**config.mk**
```make
export PLATFORM = sky130hd
export DESIGN_NAME = pic_top
export DESIGN_NICKNAME = d
export VERILOG_FILES = /design/src/rtl/pic_pkg.sv /design/src/rtl/pic_regs.sv /design/src/rtl/pic_status.sv /design/src/rtl/pic_irq_out.sv /design/src/rtl/pic_prescale.sv /design/src/rtl/pic_top.sv
export SDC_FILE = /design/constraint.sdc
export NUM_CORES = 1
export LEC_CHECK = 0
export ABC_AREA = 1
export BUFFER_PORTS_ARGS = -buffer_cell sky130_fd_sc_hd__buf_2
export CORE_UTILIZATION = 40
export CTS_CLUSTER_DIAMETER = 50
export CTS_CLUSTER_SIZE = 24
export DETAILED_ROUTE_END_ITERATION = 8
export HOLD_SLACK_MARGIN = 0.12
export REMOVE_ABC_BUFFERS = 1
export SETUP_SLACK_MARGIN = 0.5
export SLEW_MARGIN = 30
export SYNTH_ARGS = -nofsm -noshare
export SYNTH_HDL_FRONTEND = slang
export SYNTH_SLANG_ARGS = --single-unit
```
**constraint.sdc**
```tcl
create_clock -name clk -period 1.6 [get_ports clk]
set_input_delay 0.08 -clock clk [delete_from_list [all_inputs] [get_ports clk]]
set_output_delay 0.08 -clock clk [all_outputs]
set_load 0.05 [all_outputs]
```
**src/rtl/pic_pkg.sv**
```systemverilog
package pic_pkg;
  localparam int NUM_SRC  = 10;
  localparam int NUM_GRP  = 6;
  localparam int MASK_W   = 2 + NUM_GRP;
  localparam int DATA_W   = 16;
  localparam int ADDR_W   = 5;
  localparam int PSC_W    = 4;
  localparam int PSC_MAX  = 14;
  localparam int TSET_W   = 16;

  localparam logic [ADDR_W-1:0] OFF_MASK = 5'h00;
  localparam logic [ADDR_W-1:0] OFF_STAT = 5'h04;
  localparam logic [ADDR_W-1:0] OFF_PSC  = 5'h08;
  localparam logic [ADDR_W-1:0] OFF_TSET = 5'h0C;

  localparam int GEN_BIT  = 0;
  localparam int EDGE_BIT = 1;
  localparam int GRP_LSB  = 2;

  // group index gating each status bit
  function automatic int grp_of(input int idx);
    if (idx < 4)      return 0;
    else if (idx < 7) return 1;
    else              return idx - 5;
  endfunction
endpackage

```
**src/rtl/pic_regs.sv**
```systemverilog
module pic_regs
  import pic_pkg::*;
#(
  parameter int P_DATA_W  = DATA_W,
  parameter int P_ADDR_W  = ADDR_W,
  parameter int P_NSRC    = NUM_SRC,
  parameter int P_MASK_W  = MASK_W,
  parameter int P_PSC_W   = PSC_W,
  parameter int P_PSC_MAX = PSC_MAX,
  parameter int P_TSET_W  = TSET_W
) (
  input  logic                clk,
  input  logic                rst,
  input  logic                wr_en_i,
  input  logic [P_ADDR_W-1:0] addr_i,
  input  logic [P_DATA_W-1:0] wr_data_i,
  input  logic [P_NSRC-1:0]   status_i,
  output logic [P_MASK_W-1:0] mask_o,
  output logic [P_PSC_W-1:0]  psc_val_o,
  output logic                psc_en_o,
  output logic [P_NSRC-1:0]   clr_o,
  output logic [P_DATA_W-1:0] rd_data_o
);
  localparam logic [P_PSC_W-1:0] SAT = P_PSC_W'(P_PSC_MAX);

  logic [P_MASK_W-1:0] mask_q;
  logic [P_PSC_W-1:0]  psc_q;
  logic                pen_q;
  logic [P_TSET_W-1:0] tset_q;
  logic [P_PSC_W-1:0]  psc_in;
  logic [P_DATA_W-1:0] rd_mux;

  always_comb begin
    psc_in = wr_data_i[P_PSC_W-1:0];
    if (psc_in > SAT) psc_in = SAT;
  end

  always_ff @(posedge clk) begin
    if (rst) begin
      mask_q <= '0;
      psc_q  <= '0;
      pen_q  <= 1'b0;
      tset_q <= '0;
    end else if (wr_en_i) begin
      case (addr_i)
        OFF_MASK: mask_q <= wr_data_i[P_MASK_W-1:0];
        OFF_PSC: begin
          psc_q <= psc_in;
          pen_q <= wr_data_i[P_PSC_W];
        end
        OFF_TSET: tset_q <= wr_data_i[P_TSET_W-1:0];
        default: ;
      endcase
    end
  end

  assign clr_o = (wr_en_i && addr_i == OFF_STAT) ? wr_data_i[P_NSRC-1:0] : '0;

  always_comb begin
    rd_mux = '0;
    case (addr_i)
      OFF_MASK: rd_mux[P_MASK_W-1:0] = mask_q;
      OFF_STAT: rd_mux[P_NSRC-1:0]   = status_i;
      OFF_PSC:  rd_mux[P_PSC_W:0]    = {pen_q, psc_q};
      OFF_TSET: rd_mux[P_TSET_W-1:0] = tset_q;
      default:  rd_mux = '0;
    endcase
  end

  always_ff @(posedge clk) begin
    if (rst) rd_data_o <= '0;
    else     rd_data_o <= rd_mux;
  end

  assign mask_o    = mask_q;
  assign psc_val_o = psc_q;
  assign psc_en_o  = pen_q;
endmodule

```
**src/rtl/pic_status.sv**
```systemverilog
module pic_status #(
  parameter int P_NSRC = pic_pkg::NUM_SRC
) (
  input  logic              clk,
  input  logic              rst,
  input  logic [P_NSRC-1:0] src_i,
  input  logic [P_NSRC-1:0] clr_i,
  output logic [P_NSRC-1:0] status_o
);
  // a live request wins over a clear in the same cycle
  always_ff @(posedge clk) begin
    if (rst) status_o <= '0;
    else     status_o <= (status_o & ~clr_i) | src_i;
  end
endmodule

```
**src/rtl/pic_irq_out.sv**
```systemverilog
module pic_irq_out
  import pic_pkg::*;
#(
  parameter int P_NSRC   = NUM_SRC,
  parameter int P_MASK_W = MASK_W
) (
  input  logic                clk,
  input  logic                rst,
  input  logic [P_NSRC-1:0]   status_i,
  input  logic [P_MASK_W-1:0] mask_i,
  output logic                irq_o
);
  logic [P_NSRC-1:0] src_en;
  logic              any_req;
  logic              any_d;

  for (genvar i = 0; i < P_NSRC; i++) begin : g_gate
    localparam int G = grp_of(i);
    assign src_en[i] = mask_i[GRP_LSB + G];
  end

  assign any_req = mask_i[GEN_BIT] & (|(status_i & src_en));

  always_ff @(posedge clk) begin
    if (rst) begin
      any_d <= 1'b0;
      irq_o <= 1'b0;
    end else begin
      any_d <= any_req;
      irq_o <= mask_i[EDGE_BIT] ? (any_req & ~any_d) : any_req;
    end
  end
endmodule

```
**src/rtl/pic_prescale.sv**
```systemverilog
module pic_prescale #(
  parameter int P_PSC_W   = pic_pkg::PSC_W,
  parameter int P_PSC_MAX = pic_pkg::PSC_MAX
) (
  input  logic               clk,
  input  logic               rst,
  input  logic               en_i,
  input  logic [P_PSC_W-1:0] val_i,
  output logic               tick_o
);
  localparam int CNT_W = (P_PSC_MAX < 1) ? 1 : P_PSC_MAX;

  logic [CNT_W-1:0] cnt_q;
  logic [CNT_W-1:0] low_mask;

  always_comb begin
    for (int k = 0; k < CNT_W; k++)
      low_mask[k] = (k < int'(val_i));
  end

  always_ff @(posedge clk) begin
    if (rst || !en_i) begin
      cnt_q  <= '0;
      tick_o <= 1'b0;
    end else begin
      cnt_q  <= cnt_q + 1'b1;
      tick_o <= ((cnt_q & low_mask) == low_mask);
    end
  end
endmodule

```
**src/rtl/pic_top.sv**
```systemverilog
module pic_top
  import pic_pkg::*;
#(
  parameter int P_DATA_W  = DATA_W,
  parameter int P_ADDR_W  = ADDR_W,
  parameter int P_PSC_W   = PSC_W,
  parameter int P_PSC_MAX = PSC_MAX,
  parameter int P_TSET_W  = TSET_W
) (
  input  logic                clk,
  input  logic                rst,
  input  logic [NUM_SRC-1:0]  src_i,
  input  logic                wr_en_i,
  input  logic [P_ADDR_W-1:0] addr_i,
  input  logic [P_DATA_W-1:0] wr_data_i,
  output logic [P_DATA_W-1:0] rd_data_o,
  output logic                irq_o,
  output logic                tick_o
);
  logic [MASK_W-1:0]  mask_q;
  logic [NUM_SRC-1:0] status_q;
  logic [NUM_SRC-1:0] clr_w;
  logic [P_PSC_W-1:0] psc_val;
  logic               psc_en;

  pic_regs #(
    .P_DATA_W(P_DATA_W), .P_ADDR_W(P_ADDR_W), .P_NSRC(NUM_SRC),
    .P_MASK_W(MASK_W), .P_PSC_W(P_PSC_W), .P_PSC_MAX(P_PSC_MAX),
    .P_TSET_W(P_TSET_W)
  ) u_regs (
    .clk(clk), .rst(rst), .wr_en_i(wr_en_i), .addr_i(addr_i),
    .wr_data_i(wr_data_i), .status_i(status_q), .mask_o(mask_q),
    .psc_val_o(psc_val), .psc_en_o(psc_en), .clr_o(clr_w),
    .rd_data_o(rd_data_o)
  );

  pic_status #(.P_NSRC(NUM_SRC)) u_status (
    .clk(clk), .rst(rst), .src_i(src_i), .clr_i(clr_w), .status_o(status_q)
  );

  pic_irq_out #(.P_NSRC(NUM_SRC), .P_MASK_W(MASK_W)) u_irq (
    .clk(clk), .rst(rst), .status_i(status_q), .mask_i(mask_q), .irq_o(irq_o)
  );

  pic_prescale #(.P_PSC_W(P_PSC_W), .P_PSC_MAX(P_PSC_MAX)) u_psc (
    .clk(clk), .rst(rst), .en_i(psc_en), .val_i(psc_val), .tick_o(tick_o)
  );
endmodule

```
==> results of run 1 <==
[metal layers]
| metal | share of wire, % | track usage [%] |
|---|---|---|
| met5 | 0 | 0 |
| met4 | 1.2 | 9.140 |
| met1 | 48 | 28.44 |
| met3 | 4.9 | 4.798 |
| met2 | 45 | 31.11 |
[state kept, by name, summed over array words and instances, names as in the netlist]
name,flops
u_regs.rd_data_o,16
u_regs.tset_q,16
u_psc.cnt_q,14
u_status.status_o,10
u_regs.mask_o,8
u_regs.psc_val_o,4
u_irq.any_d,1
u_irq.irq_o,1
u_psc.tick_o,1
u_regs.psc_en_o,1
[layout make-up]
class	count	area, sq um	share of cell area [%]
flip-flops and latches	72	1456	34.99
multi-input cells	300	1495	35.92
clock buffers	12	165.2	3.968
repair buffers	95	661.9	15.90
inverters	58	220.2	5.290
well taps	99	123.9	2.976
clock inverters	3	40.04	0.9618
[cell families (layout without fill, tap and decap cells)]
family / Yosys count / count (layout) / synth area share, %
xor gates and xnor gates: 2 / 2 / 0.5610
AOI/OAI and AO/OA: 74 / 74 / 12.18
adders and majority gates: 1 / 1 / 0.4006
and+or+nand+nor: 222 / 223 / 31.29
DFF: 72 / 72 / 46.15
buffers and inverters: 71 / 168 / 9.415
[timing repair]
action	4_1_cts	5_1_grt
resized for setup	21	21
pin swaps	7	10
endpoints found under the hold margin	36	0
setup endpoints to repair	10	20
setup buffers	4	6
cloned	0	1
hold buffers	26	0
[power by group through the flow]
| stage | Combinational, mW | Clock, mW | Sequential, mW |
|---|---|---|---|
| 5_1_grt | 0.312 | 1.61 | 1.84 |
| 4_1_cts | 0.274 | 1.53 | 1.84 |
| 6_report | 0.279 | 1.49 | 1.84 |
| 3_5_place_dp | 0.223 | 0 | 1.88 |
| 3_3_place_gp | 0.220 | 0 | 1.88 |
| 2_1_floorplan | 0.102 | 0 | 1.88 |
[cells in the mapped netlist]
library cell / n / area (sq um)
a21oi_1: 32 / 160.2
nor3_1: 1 / 5.000
nand3_1: 30 / 150.1
nor2_2: 1 / 6.260
buf_6: 2 / 22.52
clkbuf_1: 5 / 18.77
nand2_1: 90 / 337.8
nor2_4: 4 / 45.04
buf_4: 2 / 15.01
nand4_1: 9 / 56.30
nor2_1: 82 / 307.8
inv_2: 3 / 11.26
ha_1: 1 / 12.51
nor3b_1: 1 / 7.510
buf_2: 4 / 20.02
nand3_4: 1 / 17.52
o21ai_1: 7 / 35.03
nand3_2: 1 / 10.01
o21ai_0: 32 / 160.2
xor2_1: 2 / 17.52
nand4_4: 1 / 21.27
o21ai_2: 2 / 17.52
inv_1: 55 / 206.5
o21a_1: 1 / 7.510
dfxtp_1: 72 / 1441
nand4_2: 1 / 12.51
[critical path, cell delays in order (launching register included)]
cell and delay, ns:
dfxtp_4 0.38, ha_4 0.15, nand2_4 0.07, nor2_4 0.10, nand2_4 0.07, buf_4 0.14, inv_2 0.04, nand3_1 0.05
nand2_1 0.06, nor2_1 0.03
[final timing paths]
path,startpoint,to,cells past startpoint
setup / recovery,u_psc.cnt_q[1],u_psc.cnt_q[10],9
hold / removal,rst,u_regs.rd_data_o[0],2
setup reg to reg,u_psc.cnt_q[1],u_psc.cnt_q[10],9
hold reg to reg,u_regs.tset_q[15],u_regs.rd_data_o[15],2
==> impl_metrics.csv, run 1 <==
group,metric,value,unit
status,status,"complete, no violations",
power_and_ir_drop,leakage,1.895,nW
floorplan,start_util,42.16,%
timing,clock.fmax,830.6,MHz
critical_path,ff2ff_setup_slack,0.40,ns
hold_path,hold_path_class,"input port to flip-flop",
power_and_ir_drop,internal_power,2.775,mW
cells_and_area,design_area,4163,sq um
clock_network,clock_latency,0.34,ns
global_route,grt_pass1_wl,13460,microns
power_and_ir_drop,switchingPower,0.8292,mW
routing,vias_per_cell,4.822,
logic_synthesis,synth.avg_cell_area,7.066,sq um
global_route,track_usage,20.78,%
logic_synthesis,synth_sequential_area_ratio,46.15,%
routing,wl_per_cell,12.53,microns
routing,drtIter0Drc,137,
timing,setup_viol,0,
timing,hold_viol,0,
critical_path,worstSetupEndpointType,"flip-flop",
power_and_ir_drop,p_sw_share,23.01,%
floorplan,num_io_pins,52,
clock_network,clock_tree.root_cell,"clkbuf_8",
power_and_ir_drop,seqPwrFrac,51.0,%
clock_network,cts_num_sinks,72,
place,io_buffers,51,
cells_and_area,final_common_cell,"nand2_1",
timing,hold_ws,0.1511,ns
floorplan,design.core.area,7408,sq um
cells_and_area,fill_cells,732,
floorplan,num_rows,31,
place,pre_cts_ws,0.2245,ns
power_and_ir_drop,peakVddDrop,429.6,uV
cells_and_area,layout-drive-gt1-share,23.15,%
logic_synthesis,ys_warn_count,0,
floorplan,die_h,90.36,microns
routing,postRouteWirelength,8009,microns
place,dp.cells,587,
floorplan,die-area,8165,sq um
critical_path,cp_max_fo,5,
timing,min_period,1.204,ns
power_and_ir_drop,clockPowerShare,41.3,%
critical_path,start_kind,"flip-flop",
routing,drc,0,
timing,skew,0.008463,ns
clock_network,clk_pin_slew_worst_paths,0.07,ns
logic_synthesis,mappedNetlistArea,3123,sq um
critical_path,critPathRequiredTime,1.84,ns
clock_network,cts_buffers,9,
timing,layout_setup_ws,0.3960,ns
cells_and_area,layout_common_cells,"nand2_1, nor2_1, dfxtp_1, inv_1, buf_2",
critical_path,worstPathArrival,1.45,ns
timing,setup_tns,0,ns
logic_synthesis,netlist_instances,442,
power_and_ir_drop,total_power,3.604,mW
place,placedInstanceArea,3486,sq um
cells_and_area,nets,571,
place,gp_congestion,0.8170,
power_and_ir_drop,p_comb_share,7.7,%
clock_network,max-clock-path-buffers,2,
cells_and_area,instances_no_fill,639,
floorplan,die_x,90.36,microns
global_route,antenna_found_initial,0,
timing,maxSlewViolCount,0,
cells_and_area,syn_to_final_growth,33.29,%
global_route,grt_start_max_net_pins,29,
power_and_ir_drop,power.density,865.7,nW/um^2
global_route,globalRouteOverflowTotal,0,
routing,ant_nets,0,
timing,rsz0062_at_grt,"true",
place,dp_hpwl,5272,microns
cells_and_area,diodes,0,
cells_and_area,postLayoutCoreUtil,56.19,%
routing,first_pass_iters,4,
clock_network,htree_levels,3,
timing,min_period_over_period,75.25,%
critical_path,crit_type,"flip-flop to flip-flop",
global_route,grt_pass1_vias,2851,
timing,slew_headroom,69.30,%
run,max-cap-violations,0,
clock_network,cts_tree,"yes",
routing,vias,3081,
logic_synthesis,ys_ff_latch,72,
logic_synthesis,ys_types,26,
timing,worst_slew_pin_slew,0.4594,ns
No activity file was read; power rests on OpenSTA's default activity.
==> run 2, diff against run 1 <==
- clock period: 1.6 -> 1.2 ns (I/O delays scaled with it)
==> impl_metrics.csv, run 2 (synthesis results as in run 1) <==
group,metric,value,unit
floorplan,die_h,90.36,microns
clock_network,max-clock-path-buffers,2,
global_route,gr-usage-met3,4.125,%
timing,rsz0062_at_grt,"true",
floorplan,die-area,8165,sq um
timing,hold_viol,0,
timing,setup_tns,0,ns
timing,maxSlewViolCount,0,
floorplan,num_rows,31,
clock_network,cts_hold_buf,21,
timing,worst_slew_pin_slew,0.3210,ns
power_and_ir_drop,peakVddDrop,590.9,uV
critical_path,worstSetupEndpointType,"flip-flop",
global_route,track_usage,22.77,%
global_route,globalRouteMet1Util,29.79,%
cells_and_area,postLayoutCoreUtil,67.83,%
place,pre_cts_ws,-0.09743,ns
cells_and_area,fill_cells,574,
clock_network,clk_pin_slew_worst_paths,0.08,ns
timing,min_period,1.196,ns
routing,vias_per_cell,4.956,
timing,hold_ws,0.001538,ns
floorplan,design.core.area,7408,sq um
timing,skew,0.007990,ns
place,dp_hpwl,5249,microns
critical_path,start_kind,"flip-flop",
cells_and_area,instances_no_fill,659,
clock_network,cts_buffers,9,
clock_network,cts_num_sinks,72,
critical_path,worstPathArrival,1.44,ns
hold_path,hold_path_class,"input port to flip-flop",
cells_and_area,layout_common_cells,"nand2_1, nor2_1, inv_1, dfxtp_2, dfxtp_1",
global_route,grt_pass1_wl,14590,microns
routing,drtIter0Drc,205,
cells_and_area,nets,590,
critical_path,crit_type,"flip-flop to flip-flop",
global_route,use_met2,36.07,%
clock_network,clock_latency,0.35,ns
clock_network,clock_tree.root_cell,"clkbuf_8",
global_route,grt_start_max_net_pins,21,
clock_network,htree_levels,3,
power_and_ir_drop,power.density,1050,nW/um^2
clock_network,cts_tree,"yes",
routing,vias,3266,
cells_and_area,reg.largest.list,"u_regs.rd_data_o: 16 flops, u_regs.tset_q: 16 flops, u_psc.cnt_q: 14 flops",
cells_and_area,final_common_cell,"nand2_1",
global_route,busiest_layer,"met2",
floorplan,num_io_pins,52,
timing,clock.fmax,835.8,MHz
status,status,"complete, no violations",
cells_and_area,diodes,0,
timing,layout_setup_ws,0.003539,ns
global_route,globalRouteOverflowTotal,0,
critical_path,critPathRequiredTime,1.44,ns
run,max-cap-violations,0,
floorplan,start_util,42.16,%
routing,postRouteWirelength,9403,microns
place,placedInstanceArea,3593,sq um
power_and_ir_drop,leakage,2.151,nW
cells_and_area,design_area,5025,sq um
place,io_buffers,51,
routing,drc,0,
critical_path,slowest_delay,0.38,ns
timing,setup_viol,0,
critical_path,critPathSlowestCell,"dfxtp_4",
timing,slew_headroom,78.60,%
global_route,grt_pass1_vias,3052,
cells_and_area,syn_to_final_growth,60.90,%
power_and_ir_drop,total_power,5.274,mW
cells_and_area,layout-drive-gt1-share,41.79,%
global_route,antenna_found_initial,0,
critical_path,cp_max_fo,3,
place,dp.cells,598,
routing,ant_nets,0,
routing,wl_per_cell,14.27,microns
place,gp_congestion,0.8057,
critical_path,crit_chain,"ha_4, nand2_4, nor2_4, nand2_2, buf_4, inv_2, nand3_1, nand2_1, nor2_1",
floorplan,die_x,90.36,microns
routing,first_pass_iters,5,
timing,min_period_over_period,99.71,%
==> run 2: cell count changes in the layout (fill, tap and decap cells not counted), moves of 8 or more <==
cell,previous run,this run
o21ai_0,32,6
buf_2,51,26
dfxtp_2,3,34
dlygate4sd3_1,26,18
dfxtp_1,66,33
a21oi_1,32,21
a21oi_2,0,10
buf_8,0,21
o21ai_1,7,16
o21ai_2,2,15
buf_6,3,17
==> run 2: power by group <==
part	total (mW)	switching, mW	internal [mW]
Combinational	0.534	0.282	0.252
Sequential	2.45	0.0324	2.42
Clock	2.29	0.913	1.37
==> run 2: cell type report <==
class	count	area, sq um	area share (%)
Clock buffer	10	127.6	2.540
Sequential cell	72	1503	29.91
Clock inverter	6	107.6	2.141
Inverter	58	231.5	4.607
Multi-Input combinational cell	301	1762	35.06
Tap cell	99	123.9	2.465
Timing Repair Buffer	113	1170	23.28
==> run 2: layer usage <==
| metal | routed length [microns] | vias up | share of wire (%) |
|---|---|---|---|
| met3 | 447 | 14 | 4.8 |
| met4 | 219 | 0 | 2.3 |
| met2 | 4638 | 101 | 49 |
| li1 | - | 1639 | - |
| met1 | 4098 | 1512 | 44 |
| met5 | 0 | - | 0 |
==> run 2: path summary, 6_finish.rpt <==
| check | startpoint | to | slack, ns | cells past startpoint |
|---|---|---|---|---|
| worst max-delay path | u_psc.cnt_q[1] | u_psc.cnt_q[10] | 0.004 | 9 |
| worst min-delay path | wr_data_i[6] | u_regs.mask_o[6] | 0.002 | 3 |
| worst max register to register | u_psc.cnt_q[1] | u_psc.cnt_q[10] | 0.004 | 9 |
| worst min register to register | u_regs.tset_q[8] | u_regs.rd_data_o[8] | 0.45 | 2 |
==> run 2: worst max-delay path: cells and delay by family, from the launching register on <==
kind	cells	cell delay [ns]
DFF	1	0.38
adders and majority gates	1	0.15
buffers and inverters	2	0.20
and+or+nand+nor	6	0.36
==> run 2: timing repair <==
action	in CTS	in global routing
setup endpoints to repair	68	90
gates cloned	3	2
endpoints found under the hold margin	42	25
buffers inserted	16	4
resized for setup	146	109
pin swaps	22	44
